### src/rtl/frac_solver_pkg.sv
package frac_solver_pkg;
  typedef enum logic [1:0] {
    ST_IDLE  = 2'd0,
    ST_RATIO = 2'd1,
    ST_RATE  = 2'd2
  } solver_state_e;
endpackage

### src/rtl/frac_restoring_div.sv
module frac_restoring_div #(
  parameter int DVD_W = 64,
  parameter int DVS_W = 32
) (
  input  logic             clk,
  input  logic             rst,
  input  logic             go,
  input  logic [DVD_W-1:0] dividend,
  input  logic [DVS_W-1:0] divisor,
  output logic             busy_o,
  output logic             done_o,
  output logic [DVD_W-1:0] quot_o
);
  localparam int CNT_W = $clog2(DVD_W);

  logic [DVD_W-1:0] shreg;
  logic [DVS_W-1:0] rem;
  logic [DVS_W-1:0] dvs_q;
  logic [CNT_W-1:0] cnt;
  logic [DVS_W:0]   trial;
  logic [DVS_W:0]   diff;
  logic             fits;

  // trial remainder: previous remainder with the next dividend bit appended
  always_comb begin
    trial = {rem, shreg[DVD_W-1]};
    diff  = trial - {1'b0, dvs_q};
    fits  = (trial >= {1'b0, dvs_q});
  end

  always_ff @(posedge clk) begin
    if (rst) begin
      shreg  <= '0;
      rem    <= '0;
      dvs_q  <= '0;
      cnt    <= '0;
      busy_o <= 1'b0;
      done_o <= 1'b0;
    end else begin
      done_o <= 1'b0;
      if (go && !busy_o) begin
        shreg  <= dividend;
        rem    <= '0;
        dvs_q  <= divisor;
        cnt    <= CNT_W'(DVD_W - 1);
        busy_o <= 1'b1;
      end else if (busy_o) begin
        rem   <= fits ? diff[DVS_W-1:0] : trial[DVS_W-1:0];
        shreg <= {shreg[DVD_W-2:0], fits};
        if (cnt == '0) begin
          busy_o <= 1'b0;
          done_o <= 1'b1;
        end else begin
          cnt <= cnt - 1'b1;
        end
      end
    end
  end

  assign quot_o = shreg;

  // a result strobe only ends an active iteration
  a_r8_done_after_busy: assert property (@(posedge clk) disable iff (rst)
    done_o |-> $past(busy_o));
  // exactly one quotient bit per cycle
  a_r8_one_bit_per_cycle: assert property (@(posedge clk) disable iff (rst)
    (busy_o && $past(busy_o)) |-> (cnt == CNT_W'($past(cnt) - 1'b1)));
  // a zero divisor must never reach the iteration
  a_r5_nonzero_divisor: assert property (@(posedge clk) disable iff (rst)
    (go && !busy_o) |-> (divisor != '0));
  // restoring invariant, the remainder stays below the divisor
  a_r2_rem_bound: assert property (@(posedge clk) disable iff (rst)
    busy_o |-> (rem < dvs_q));
endmodule

### src/rtl/frac_clamp.sv
module frac_clamp #(
  parameter int IN_W  = 64,
  parameter int OUT_W = 6,
  parameter int LO    = 12,
  parameter int HI    = 35
) (
  input  logic [IN_W-1:0]  raw_i,
  output logic [OUT_W-1:0] frac_o
);
  always_comb begin
    if (raw_i < IN_W'(LO))       frac_o = OUT_W'(LO);
    else if (raw_i > IN_W'(HI))  frac_o = OUT_W'(HI);
    else                         frac_o = raw_i[OUT_W-1:0];
  end
endmodule

### src/rtl/frac_rate_solver.sv
module frac_rate_solver
  import frac_solver_pkg::*;
#(
  parameter int FREQ_W  = 32,
  parameter int PROD_W  = 64,
  parameter int SCALE   = 18,
  parameter int FRAC_LO = 12,
  parameter int FRAC_HI = 35,
  localparam int FRAC_W = $clog2(FRAC_HI + 1),
  localparam int RATE_W = FREQ_W + 1
) (
  input  logic              clk,
  input  logic              rst,
  input  logic              start_i,
  input  logic [FREQ_W-1:0] parent_i,
  input  logic [FREQ_W-1:0] target_i,
  output logic              busy_o,
  output logic              done_o,
  output logic [FRAC_W-1:0] frac_o,
  output logic [RATE_W-1:0] rate_o,
  output logic              zero_err_o
);
  solver_state_e     state;
  logic [PROD_W-1:0] scaled_q;
  logic [PROD_W-1:0] scaled_in;
  logic [PROD_W-1:0] div_dvd;
  logic [FREQ_W-1:0] div_dvs;
  logic              div_go;
  logic              div_busy;
  logic              div_done;
  logic [PROD_W-1:0] div_quot;
  logic [FRAC_W-1:0] frac_lim;
  logic [FRAC_W-1:0] frac_q;
  logic              err_q;

  assign scaled_in = PROD_W'(parent_i) * PROD_W'(SCALE);

  frac_restoring_div #(.DVD_W(PROD_W), .DVS_W(FREQ_W)) u_div (
    .clk      (clk),
    .rst      (rst),
    .go       (div_go),
    .dividend (div_dvd),
    .divisor  (div_dvs),
    .busy_o   (div_busy),
    .done_o   (div_done),
    .quot_o   (div_quot)
  );

  frac_clamp #(.IN_W(PROD_W), .OUT_W(FRAC_W), .LO(FRAC_LO), .HI(FRAC_HI)) u_clamp (
    .raw_i  (div_quot),
    .frac_o (frac_lim)
  );

  always_ff @(posedge clk) begin
    if (rst) begin
      state      <= ST_IDLE;
      scaled_q   <= '0;
      div_dvd    <= '0;
      div_dvs    <= '0;
      div_go     <= 1'b0;
      frac_q     <= '0;
      err_q      <= 1'b0;
      busy_o     <= 1'b0;
      done_o     <= 1'b0;
      frac_o     <= '0;
      rate_o     <= '0;
      zero_err_o <= 1'b0;
    end else begin
      div_go <= 1'b0;
      done_o <= 1'b0;
      case (state)
        ST_IDLE: begin
          if (start_i) begin
            scaled_q <= scaled_in;
            div_go   <= 1'b1;
            busy_o   <= 1'b1;
            if (target_i == '0) begin
              err_q   <= 1'b1;
              frac_q  <= FRAC_W'(FRAC_HI);
              div_dvd <= scaled_in;
              div_dvs <= FREQ_W'(FRAC_HI);
              state   <= ST_RATE;
            end else begin
              err_q   <= 1'b0;
              div_dvd <= scaled_in + PROD_W'(target_i >> 1);
              div_dvs <= target_i;
              state   <= ST_RATIO;
            end
          end
        end
        ST_RATIO: begin
          if (div_done) begin
            frac_q  <= frac_lim;
            div_dvd <= scaled_q;
            div_dvs <= FREQ_W'(frac_lim);
            div_go  <= 1'b1;
            state   <= ST_RATE;
          end
        end
        ST_RATE: begin
          if (div_done) begin
            frac_o     <= frac_q;
            rate_o     <= div_quot[RATE_W-1:0];
            zero_err_o <= err_q;
            done_o     <= 1'b1;
            busy_o     <= 1'b0;
            state      <= ST_IDLE;
          end
        end
        default: state <= ST_IDLE;
      endcase
    end
  end

  a_r7_done_pulse: assert property (@(posedge clk) disable iff (rst)
    done_o |=> !done_o);
  a_r7_hold: assert property (@(posedge clk) disable iff (rst)
    !done_o |-> ($stable(frac_o) && $stable(rate_o) && $stable(zero_err_o)));
  a_r3_frac_range: assert property (@(posedge clk) disable iff (rst)
    done_o |-> (frac_o >= FRAC_W'(FRAC_LO) && frac_o <= FRAC_W'(FRAC_HI)));
  a_r5_zero_frac: assert property (@(posedge clk) disable iff (rst)
    (done_o && zero_err_o) |-> (frac_o == FRAC_W'(FRAC_HI)));
  a_r4_rate_fits: assert property (@(posedge clk) disable iff (rst)
    (div_done && state == ST_RATE) |-> (div_quot[PROD_W-1:RATE_W] == '0));
  a_r6_accept: assert property (@(posedge clk) disable iff (rst)
    (start_i && !busy_o) |=> busy_o);
  a_r8_div_idle: assert property (@(posedge clk) disable iff (rst)
    !busy_o |-> !div_busy);
endmodule

### config.mk
export PLATFORM = sky130hd
export DESIGN_NAME = frac_rate_solver
export DESIGN_NICKNAME = d
export VERILOG_FILES = /design/src/rtl/frac_solver_pkg.sv /design/src/rtl/frac_restoring_div.sv /design/src/rtl/frac_clamp.sv /design/src/rtl/frac_rate_solver.sv
export SDC_FILE = /design/constraint.sdc
export NUM_CORES = 1
export LEC_CHECK = 0
export BUFFER_PORTS_ARGS = -buffer_cell sky130_fd_sc_hd__buf_2
export CAP_MARGIN = 10
export CELL_PAD_IN_SITES_DETAIL_PLACEMENT = 1
export CELL_PAD_IN_SITES_GLOBAL_PLACEMENT = 2
export CORE_ASPECT_RATIO = 1.5
export CORE_MARGIN = 4
export CORE_UTILIZATION = 28
export CTS_CLUSTER_SIZE = 30
export DETAILED_ROUTE_END_ITERATION = 16
export HOLD_SLACK_MARGIN = 0.06
export PLACE_DENSITY_LB_ADDON = 0.15
export SLEW_MARGIN = 20
export SYNTH_ARGS = -nofsm -noshare
export SYNTH_HDL_FRONTEND = slang
export SYNTH_SLANG_ARGS = --single-unit
### constraint.sdc
create_clock -name clk -period 8.5 [get_ports clk]
set_input_delay 0 -clock clk [delete_from_list [all_inputs] [get_ports clk]]
set_output_delay 0 -clock clk [all_outputs]
set_load 0.01 [all_outputs]
# Word level (Yosys, flattened, before mapping)
# Cells that the tools add are included.
# Widths: inputs -> output; s select.
# op_classes
add_sub_neg	3
multipliers	1
order_cmp	3
n_eq_ne	7
n_mux	36
n_bitwise	2
n_reduce_logical	18
# op_table
cell	count
$mux 64	4
$mux 32	4
$pmux 64 s2	1
$gt 64x6->1 const B	1
$lt 64x4->1 const B	1
$pmux 32 s2	1
$mux 6	8
$add 37x31->38	1
$mux 38	1
$mul 32x4->36 const B	1
$ge 33x32->1	1
$logic_not 32->1	1
$sub 32x32->32	1
$pmux 6 s2	1
$mux 1	9
$reduce_and 3->1	3
$mux 2	4
$logic_not 6->1	1
$ne 2x1->1 const B	3
$pmux 2 s3	1
$reduce_and 2->1	3
$reduce_bool 2->1	3
$sub 6x1->6 const B	1
$ne 2x2->1 const B	2
other kinds (10)	13
# word_totals
register_bits	320
in_bits	67
output_inout_bits	42
word_cells	88

# Logic depth before layout (Yosys ltp)
# Gate-level depths: netlist of run 1.
# logic_depth
word_depth	5
ltp_mapped	22

# Modules after synthesis
# A second synthesis of run 1 with hierarchy kept.
# unflattened
cells_unflattened	2248
area_unflattened_um2	17580.6
# by_module_without_submodules
mod	n_inst	cells_per_inst	area_each_um2	seq_area_each_um2
frac_rate_solver	1	1246	9703.1	3163.0
frac_restoring_div	1	969	7663.6	2722.6
frac_clamp	1	33	214.0	0.0

# Worst setup path before layout of run 1
# No wires, ideal clock.
# synth_timing
path_type	input port to flip-flop
start	input port parent_i[5]
end	register div_dvd[29]
setup_ps	95
arrival_time_ps	4055
required_time_ps	8405
setup_slack_ps	4350
path_stages	19
cell_sequence	ha_1 -> ha_1 -> a2111o_1 -> o21bai_4 -> a21o_2 -> a21o_2 -> a21oi_1 -> xnor2_1 -> ha_1 -> a21o_1 -> a21o_1 -> a211oi_1 -> o41ai_1 -> a221oi_1 -> o31ai_1 -> o21a_1 -> nor3_1 -> a21oi_1 -> a221oi_1
# synth_via
elab_chain_len	5
# synth_lines
item	line_no	rtl
from (decl)	frac_rate_solver.sv:15	input logic [FREQ_W-1:0] parent_i,
$mul 32x4->36	frac_rate_solver.sv:36	assign scaled_in = PROD_W'(parent_i) * PROD_W'(SCALE);
named net scaled_in[16]	frac_rate_solver.sv:25	logic [PROD_W-1:0] scaled_in;
$add 37x31->38	frac_rate_solver.sv:85	div_dvd <= scaled_in + PROD_W'(target_i >> 1);
$mux 38	frac_rate_solver.sv:77	if (target_i == '0) begin
$mux 64	frac_rate_solver.sv:73	if (start_i) begin
$pmux 64 s2	frac_rate_solver.sv:71	case (state)
to (signal assigned)	frac_rate_solver.sv:80	div_dvd <= scaled_in;
to (signal assigned)	frac_rate_solver.sv:85	
to (signal assigned)	frac_rate_solver.sv:94	div_dvd <= scaled_q;
to (decl)	frac_rate_solver.sv:26	logic [PROD_W-1:0] div_dvd;
# The timed path passes the listed nets, and every way through them passes these cells. The select of a mux whose other input is x is not followed.
# A chain may end at the register's enable or synchronous reset.

# Worst setup path in the final report of run 1
# layout_timing
start	input port parent_i[1]
end	register div_dvd[36]
# Same word-level chain as after synthesis.

==> results.cfg, run 1 <==
[worst_setup_path]
cp_max_fo = 5
worstPathArrival_ps = 5710
crit_type = in -> reg
critPathCaptureType = register
crit_required_ps = 8980
startpoint_type = input port

[routing]
drt_iter0_markers = 590
viasPerCell = 5.25
drt_wl_total_um = 64100
first_pass_iters = 4
routedWlPerCell_um = 21.5
drc = 0
detail-route-antenna-nets = 0
routed.top_layer = met4
num_vias = 15600
routed-wl-met2_um = 35600
drt-met1-wl_um = 24200
met3_length_um = 1220

[place]
io_buffer_count = 108
pre_cts_ws_ps = 3300
dpl-instance-area_um2 = 18000
hpwl_um = 47800
gp_congestion = 0.863

[yosys]
syn_area_um2 = 16800
ys_seq_area_share_pct = 35.1
avgSynthCellArea_um2 = 8.04
syn_nets = 2281
ys_ff_latch = 294
netlist.area_leader.share_pct = 35.1
synthArstFlopShare_pct = 0
synth_area_leaders = dfxtp_1 35%, ha_1 9.3%, a21oi_1 8.4%, nand2_1 6.8%, nor2_1 3.8%
synth-main-ff-cell = dfxtp_1
ys_warn_count = 0
synth_most_common_cell = nand2_1
synth.distinct_cells = 81
synth_largest_area_cell = dfxtp_1
syn_inst = 2086
synth_top_cells_by_count = 304 x nand2_1, 294 x dfxtp_1, 283 x a21oi_1
synth_enable_flop_cells = 0

[clocking]
clk_latency_ps = 560
cts_tree = done
clockRootBuffer = clkbuf_16
cts_made_buffers = 35
clk_pin_slew_ps = 60
cts_sinks = 294
clock_path_buffers = 3
cts_resized = 0
htreeDepth = 2

[global_routing]
grt_pass1_vias = 16900
grt_util_all_layers_pct = 19.5
grt_pass1_wl_um = 98400
overflow = 0
grt_max_degree = 95
antenna_found_initial = 0

[floorplanning]
die_h_um = 308
die-area_um2 = 64000
core-area_um2 = 59200
io_pins = 109
row_count = 109
die_w_um = 208
start_util_pct = 28.3

[layout]
finalNetCount = 2371
n_antenna_cell = 0
drive_above_1_share_pct = 9.90
design_area_um2 = 19700
syn_to_final_growth_pct = 17.2

[timing]
layout_setup_ws_ps = 3270
setup_viol = 0
max_freq_mhz = 191
relSlewSlack_pct = 35.9
finalMaxSlewViolations = 0
tns_ps = 0
hold_violations = 0
worst_pin_slew_ps = 961
clock_skew_ps = 28.1
period_share_pct = 61.5
fin_crit_ps = 5230
rsz0062_at_grt = false

[pwr]
pwr_density_cell_nw_per_um2 = 249
peakVddDrop_mv = 0.122
p_leak_nw = 7.97

[run_status]
outcome = complete, no violations

[min_path]
holdCritPathClass = in -> reg

[job]
cap_violations = 0
==> per-layer routing <==
metal	GRT usage, %	up-vias
met5	0	-
met4	8.27	0
met3	2.07	103
met2	39.5	184
met1	19.9	7705
li1	-	7641
==> registers in the layout (all words and copies together), names as in the netlist <==
name          cells
div_go            1
done_o            1
u_div.cnt         6
u_div.done_o      1
scaled_q         36
u_div.dvs_q      32
u_div.rem        32
busy_o            1
err_q             1
state             2
div_dvs          32
frac_q            6
frac_o            6
div_dvd          38
rate_o           33
u_div.quot_o     64
u_div.busy_o      1
zero_err_o        1
==> layout make-up <==
| type | count | area [um^2] |
|---|---|---|
| Clock inverter | 18 | 283 |
| Fill cell | 7126 | 39500 |
| Tap cell | 777 | 972 |
| Sequential cell | 294 | 5890 |
| Inverter | 71 | 267 |
| Timing Repair Buffer | 172 | 1130 |
| Multi-Input combinational cell | 1602 | 10200 |
| Clock buffer | 44 | 930 |
==> worst max-delay path, cell delays in order <==
cell	delay, ps
dlygate4sd3_1	560
buf_2	180
ha_1	310
ha_1	250
fa_1	410
a21o_1	200
a31oi_1	250
o31ai_1	160
a21oi_1	380
o21ai_0	250
a21o_1	220
a21oi_1	170
xnor2_1	170
ha_1	360
and4_1	260
nand3_1	100
nor2_1	90
o21ai_0	140
a31oi_1	330
nand2_1	140
or4_1	440
o21a_1	200
o21ai_1	120
==> stage by stage <==
step           instances  util [%]  power [mW]  hold WS [ps]
5_1_grt             2978      33.2        5.21           182
3_5_place_dp        2875      30.5        3.31           296
4_1_cts             2978      33.2        4.99           140
2_1_floorplan       2086         -        2.76           133
3_3_place_gp        2875      30.5        3.30           296
6_report            2978      33.2        4.90           116
==> cell families after synthesis <==
| group | count (synthesis) | synth area share (%) |
|---|---|---|
| adders and majority gates | 128 | 9.68 |
| AOI/OAI and AO/OA | 655 | 24.9 |
| muxes | 65 | 3.89 |
| DFF | 294 | 35.1 |
| and+or+nand+nor | 674 | 17.8 |
| buffers and inverters | 190 | 4.36 |
| xor gates and xnor gates | 80 | 4.22 |
==> what timing repair did <==
action                    4_1_cts  5_1_grt
hold endpoints to repair       83        0
hold buffers                   41        0
buffers inserted                0        0
==> final timing paths <==
path / start / to / slack [ps] / cells past startpoint
min: parent_i[31] / scaled_q[35] / 120 / 3
max reg2reg: u_div.dvs_q[1] / u_div.rem[16] / 4510 / 14
min reg2reg: scaled_q[31] / scaled_q[31] / 450 / 2
max: parent_i[1] / div_dvd[36] / 3270 / 23
==> power by group <==
group | internal [mW] | total [mW] | switching (mW)
registers | 1.48 | 1.58 | 0.0978
logic | 0.654 | 1.70 | 1.05
clock network | 0.967 | 1.62 | 0.653
total | 3.10 | 4.90 | 1.80
==> cell usage in the layout, fill, tap and decap left out, types with 18 or more instances in the layout <==
master,instances
a211oi_1,30
a21o_1,44
a21oi_1,283
a22o_1,52
buf_2,107
buf_4,23
clkbuf_16,35
dfxtp_1,292
dlygate4sd3_1,41
ha_1,125
inv_1,71
mux2i_1,63
nand2_1,304
nand3_1,35
nand4_1,18
nor2_1,167
nor2b_1,18
nor3_1,31
nor4_1,30
o211ai_1,27
o21ai_0,86
o21bai_1,19
xnor2_1,49
xor2_1,30
(Power assumes the default switching activity.)
==> inputs of run 2 (changes only) <==
Clock period 8.5 ns to 4.3 ns, I/O delays scaled along.
==> results.cfg, run 2 (synthesis gave the netlist of run 1 again) <==
[clocking]
htreeDepth = 2
cts_made_buffers = 34
clk_latency_ps = 550
clock_path_buffers = 3
cts_sinks = 294
clk_pin_slew_ps = 60
cts_tree = done
clockRootBuffer = clkbuf_16

[worst_setup_path]
crit_start = parent_i[5]
r2r_slack_ps = 840
crit_required_ps = 4770
slowest_delay_ps = 520
worstPathCellList = buf_2 > ha_1 > ha_1 > a2111o_1 > o21bai_4 > a21o_2 > buf_4 > or4_4 > a31oi_4 > xnor2_1 > ha_1 > inv_1 > a21oi_1 > o21ai_0 > nor2_1 > o21ai_1 > a31oi_1 > buf_4 > nand2_1 > or4_1 > o21a_1 > o21ai_1
cp_common_cell = ha_1
worstPathArrival_ps = 4510
r2r.worst_path.cells = 13
reg2reg_from = u_div.quot_o[63]
cp_max_fo = 3
slowest_stage = or4_4
crit_type = in -> reg
critPathCaptureType = register
startpoint_type = input port

[floorplanning]
core-area_um2 = 59200
io_pins = 109
die_w_um = 208
row_count = 109
die_h_um = 308
die-area_um2 = 64000
start_util_pct = 28.3

[global_routing]
overflow = 0
grt_pass1_wl_um = 98500
grt_max_degree = 90
grt_util_all_layers_pct = 19.2
grt_pass1_vias = 17400
antenna_found_initial = 0

[layout]
finalNetCount = 2526
syn_to_final_growth_pct = 24.6
n_antenna_cell = 0
design_area_um2 = 20900
layout_commonest_cell = nand2_1
drive_above_1_share_pct = 16.4
largest_register_ffs = 64
final_cell_mix = 304 x nand2_1, 292 x dfxtp_1, 282 x a21oi_1, 177 x buf_4, 167 x nor2_1

[place]
gp_congestion = 0.855
dpl-instance-area_um2 = 19200
io_buffer_count = 108
hpwl_um = 47600

[timing]
period_share_pct = 93.8
hold_violations = 0
relSlewSlack_pct = 41.8
setup_viol = 0
fin_crit_ps = 4030
finalMaxSlewViolations = 0
clock_skew_ps = 20.3
worst_pin_slew_ps = 872
max_freq_mhz = 248

[routing]
detail-route-antenna-nets = 0
viasPerCell = 5.16
routedWlPerCell_um = 20.2
drt_wl_total_um = 63200
first_pass_iters = 4
num_vias = 16200
drt_iter0_markers = 540
drc = 0

[pwr]
peakVddDrop_mv = 0.215
netSwitchingFraction_pct = 35.9
power_switching_mw = 3.66
clkPwrFrac_pct = 31.2
power_mw = 10.2
power_frac_seq_pct = 30.6
p_int_mw = 6.51
pwr_density_cell_nw_per_um2 = 487
p_leak_nw = 8.74
pwr-share-comb_pct = 38.3

[min_path]
hp-start = parent_i[3]
holdCritPathClass = in -> reg
hold_depth = 4

[run_status]
outcome = complete, no violations

[job]
cap_violations = 0
## run 2: worst max-delay path: cells and delay by family
kind                       cells  cell delay [ps]
and+or+nand+nor                4             1110
adders and majority gates      3              920
buffers and inverters          4              460
xor gates and xnor gates       1              130
AOI/OAI and AO/OA             10             1870
## run 2: path summary, 6_finish.rpt
kind,to
worst max-delay path,div_dvd[36]
worst min-delay path,scaled_q[4]
worst max register to register,u_div.rem[28]
worst min register to register,u_div.dvs_q[6]
## run 2: area by class of cell
cell class | count | area [um^2]
clock inverters | 18 | 226
repair buffers | 328 | 2320
well taps | 777 | 972
clock buffers | 44 | 981
multi-input cells | 1602 | 10200
inverters | 71 | 267
flip-flops and latches | 294 | 5890
fillers | 7115 | 38300
## run 2: metal layers
metal  track usage (%)  vias up  share of wire (%)
li1                  -     7957                  -
met5                 0        -                  0
met1              20.8     7946                 39
met2              38.6      169                 56
met3              1.91       93                2.0
met4              6.11        0                3.4
## run 2: timing repair
action,CTS,global route
setup endpoints to repair,0,9
endpoints found under the hold margin,109,0
buffers inserted,0,2
resized for setup,0,14
hold buffers,42,0
## run 2: stage by stage
step	util [%]	setup slack [ps]	TNS [ps]	hold WS [ps]	std cells
final	35.3	269	0	112	3134
after CTS	35.2	43.0	0	96.5	3132
after floorplan	-	150	0	133	2086
after detailed placement	32.4	-506	-3750	289	3028
after global routing	35.3	-2.17	-2.17	104	3134
after global placement	32.4	-450	-2800	285	3028
## run 2: power groups by stage
stage / Clock (mW) / Sequential [mW] / Combinational, mW
floorplan: 0 / 3.07 / 2.39
global placement: 0 / 3.18 / 3.83
detailed placement: 0 / 3.18 / 3.87
CTS: 3.29 / 3.12 / 3.93
global route: 3.37 / 3.14 / 4.30
finish: 3.17 / 3.11 / 3.89
==> inputs of run 3 (changes only) <==
Settings changed: ABC_AREA set to 1.
==> results.cfg, run 3 <==
[place]
gp_congestion = 0.875
hpwl_um = 57900
pre_cts_ws_ps = -57.1
io_buffer_count = 108
place_inst = 3480
dpl-instance-area_um2 = 19500

[timing]
clock_skew_ps = 15.8
period_share_pct = 94.3
max_freq_mhz = 247
finalMaxSlewViolations = 0
worst_pin_slew_ps = 1070
setup_viol = 0
fin_crit_ps = 4050
hold_violations = 0
relSlewSlack_pct = 28.7
layout_setup_ws_ps = 247

[yosys]
syn_nets = 2819
synth_enable_flop_cells = 0
syn_inst = 2624
synth-main-ff-cell = dfxtp_1
synth_most_common_cell = nand2_1
synth_area_leaders = dfxtp_1 33%, nand2_1 12%, ha_1 8.7%, inv_1 7.4%, a21oi_1 6.9%
synth_top_cells_by_count = 584 x nand2_1, 355 x inv_1, 294 x dfxtp_1
ys_warn_count = 0
ys_seq_area_share_pct = 32.7
synth_largest_area_cell = dfxtp_1
netlist.area_leader.share_pct = 32.7
synthArstFlopShare_pct = 0
ys_ff_latch = 294
avgSynthCellArea_um2 = 6.86
synth.distinct_cells = 51
syn_area_um2 = 18000

[routing]
routedWlPerCell_um = 20.8
drt_wl_total_um = 74300
num_vias = 18200
first_pass_iters = 5
viasPerCell = 5.10
detail-route-antenna-nets = 0
drc = 0
drt_iter0_markers = 689

[worst_setup_path]
cp_max_fo = 5
slowest_stage = dlygate4sd3_1
critPathCaptureType = register
crit_type = in -> reg
worstPathCellList = dlygate4sd3_1 > buf_2 > ha_1 > ha_1 > a21oi_1 > a21oi_1 > o21ai_2 > nand2_2 > a21oi_2 > xor2_1 > inv_1 > ha_1 > a21oi_1 > a21boi_0 > o21ai_0 > nand3b_1 > or2_2 > nand3_1 > nand3_1 > o21ai_0 > o21ai_0
cp_top_family = compound AO/OA/AOI/OAI gates
reg2reg_from = state[1]
worstPathArrival_ps = 4500
crit_required_ps = 4750
slowest_delay_ps = 540
crit_buf_inv = 3
crit_start = parent_i[3]
startpoint_type = input port

[layout]
final_cell_mix = 580 x nand2_1, 353 x inv_1, 294 x dfxtp_1, 244 x a21oi_1, 193 x nor2_1
stdcell_count = 3576
finalNetCount = 2944
nFillCells = 7942
drive_above_1_share_pct = 9.89
largest_register_ffs = 64
syn_to_final_growth_pct = 16.9
multi_input_area_um2 = 10400
fin_util_pct = 33.2
layout_commonest_cell = nand2_1
design_area_um2 = 21100
register_area_um2 = 5890

[global_routing]
grt_pass1_wl_um = 115000
grt_util_all_layers_pct = 21.2
grt_max_degree = 107
grt_pass1_vias = 19300
overflow = 0
antenna_found_initial = 1

[min_path]
hp-start = start_i
holdCritPathClass = in -> reg

[run_status]
outcome = complete, no violations

[floorplanning]
core-area_um2 = 63500
die_w_um = 215
io_pins = 109
die-area_um2 = 68500
start_util_pct = 28.4
die_h_um = 319
row_count = 113

[clocking]
clock_path_buffers = 3
clk_pin_slew_ps = 60
clockRootBuffer = clkbuf_16
cts_tree = done
cts_sinks = 294
cts_made_buffers = 31
htreeDepth = 1
clk_latency_ps = 600

[job]
cap_violations = 0

[pwr]
power_mw = 12.4
p_leak_nw = 9.81
pwr_density_cell_nw_per_um2 = 589
peakVddDrop_mv = 0.419
## run 3: cells by family after synthesis
family,count (synthesis),synth area share [%]
xor+xnor,55,2.68
flops,294,32.7
fa+ha+maj,128,9.02
compound gates,624,20.5
buf+inv,470,10.0
simple gates,1053,25.1
## run 3: cell type report
type / count / area share (%)
inverters: 360 / 6.43
flip-flops and latches: 294 / 28.0
repair buffers: 202 / 6.47
multi-input cells: 1860 / 49.5
diodes: 1 / 0.0119
clock inverters: 11 / 0.612
clock buffers: 43 / 4.23
well taps: 805 / 4.78
## run 3: power by group
part	switching [mW]	total [mW]	internal, mW
clock network	1.19	2.76	1.56
logic	4.35	6.48	2.13
registers	0.170	3.16	2.99
## run 3: path summary, 6_finish.rpt
path | end | slack, ps | cells after the start
hold / removal | div_dvs[31] | 160 | 7
setup / recovery | div_dvd[23] | 250 | 21
hold reg to reg | div_dvd[25] | 450 | 2
setup reg to reg | div_dvd[11] | 1240 | 10
## run 3: per-layer routing
metal	vias up	wire length (um)	track usage, %
met3	92	1460	1.51
met4	0	2800	7.03
li1	9039	-	-
met5	-	0	0
met2	230	41200	43.3
met1	8876	28900	22.6
## run 3: what timing repair did
action,in CTS,in global routing
buffers inserted,0,1
setup endpoints to repair,0,20
gates resized for setup,0,25
hold buffers,40,0
endpoints found under the hold margin,63,0
## run 3: worst min-delay path, delay by kind of cell
kind            cells  cell delay (ps)
compound gates      2              110
buf+inv             3              420
simple gates        2              170
## run 3: stage by stage
stage / setup TNS, ps / hold slack, ps
3_5_place_dp: -57.1 / 319
3_3_place_gp: 0 / 315
4_1_cts: 0 / 135
6_report: 0 / 159
2_1_floorplan: 0 / 113
5_1_grt: -159 / 195
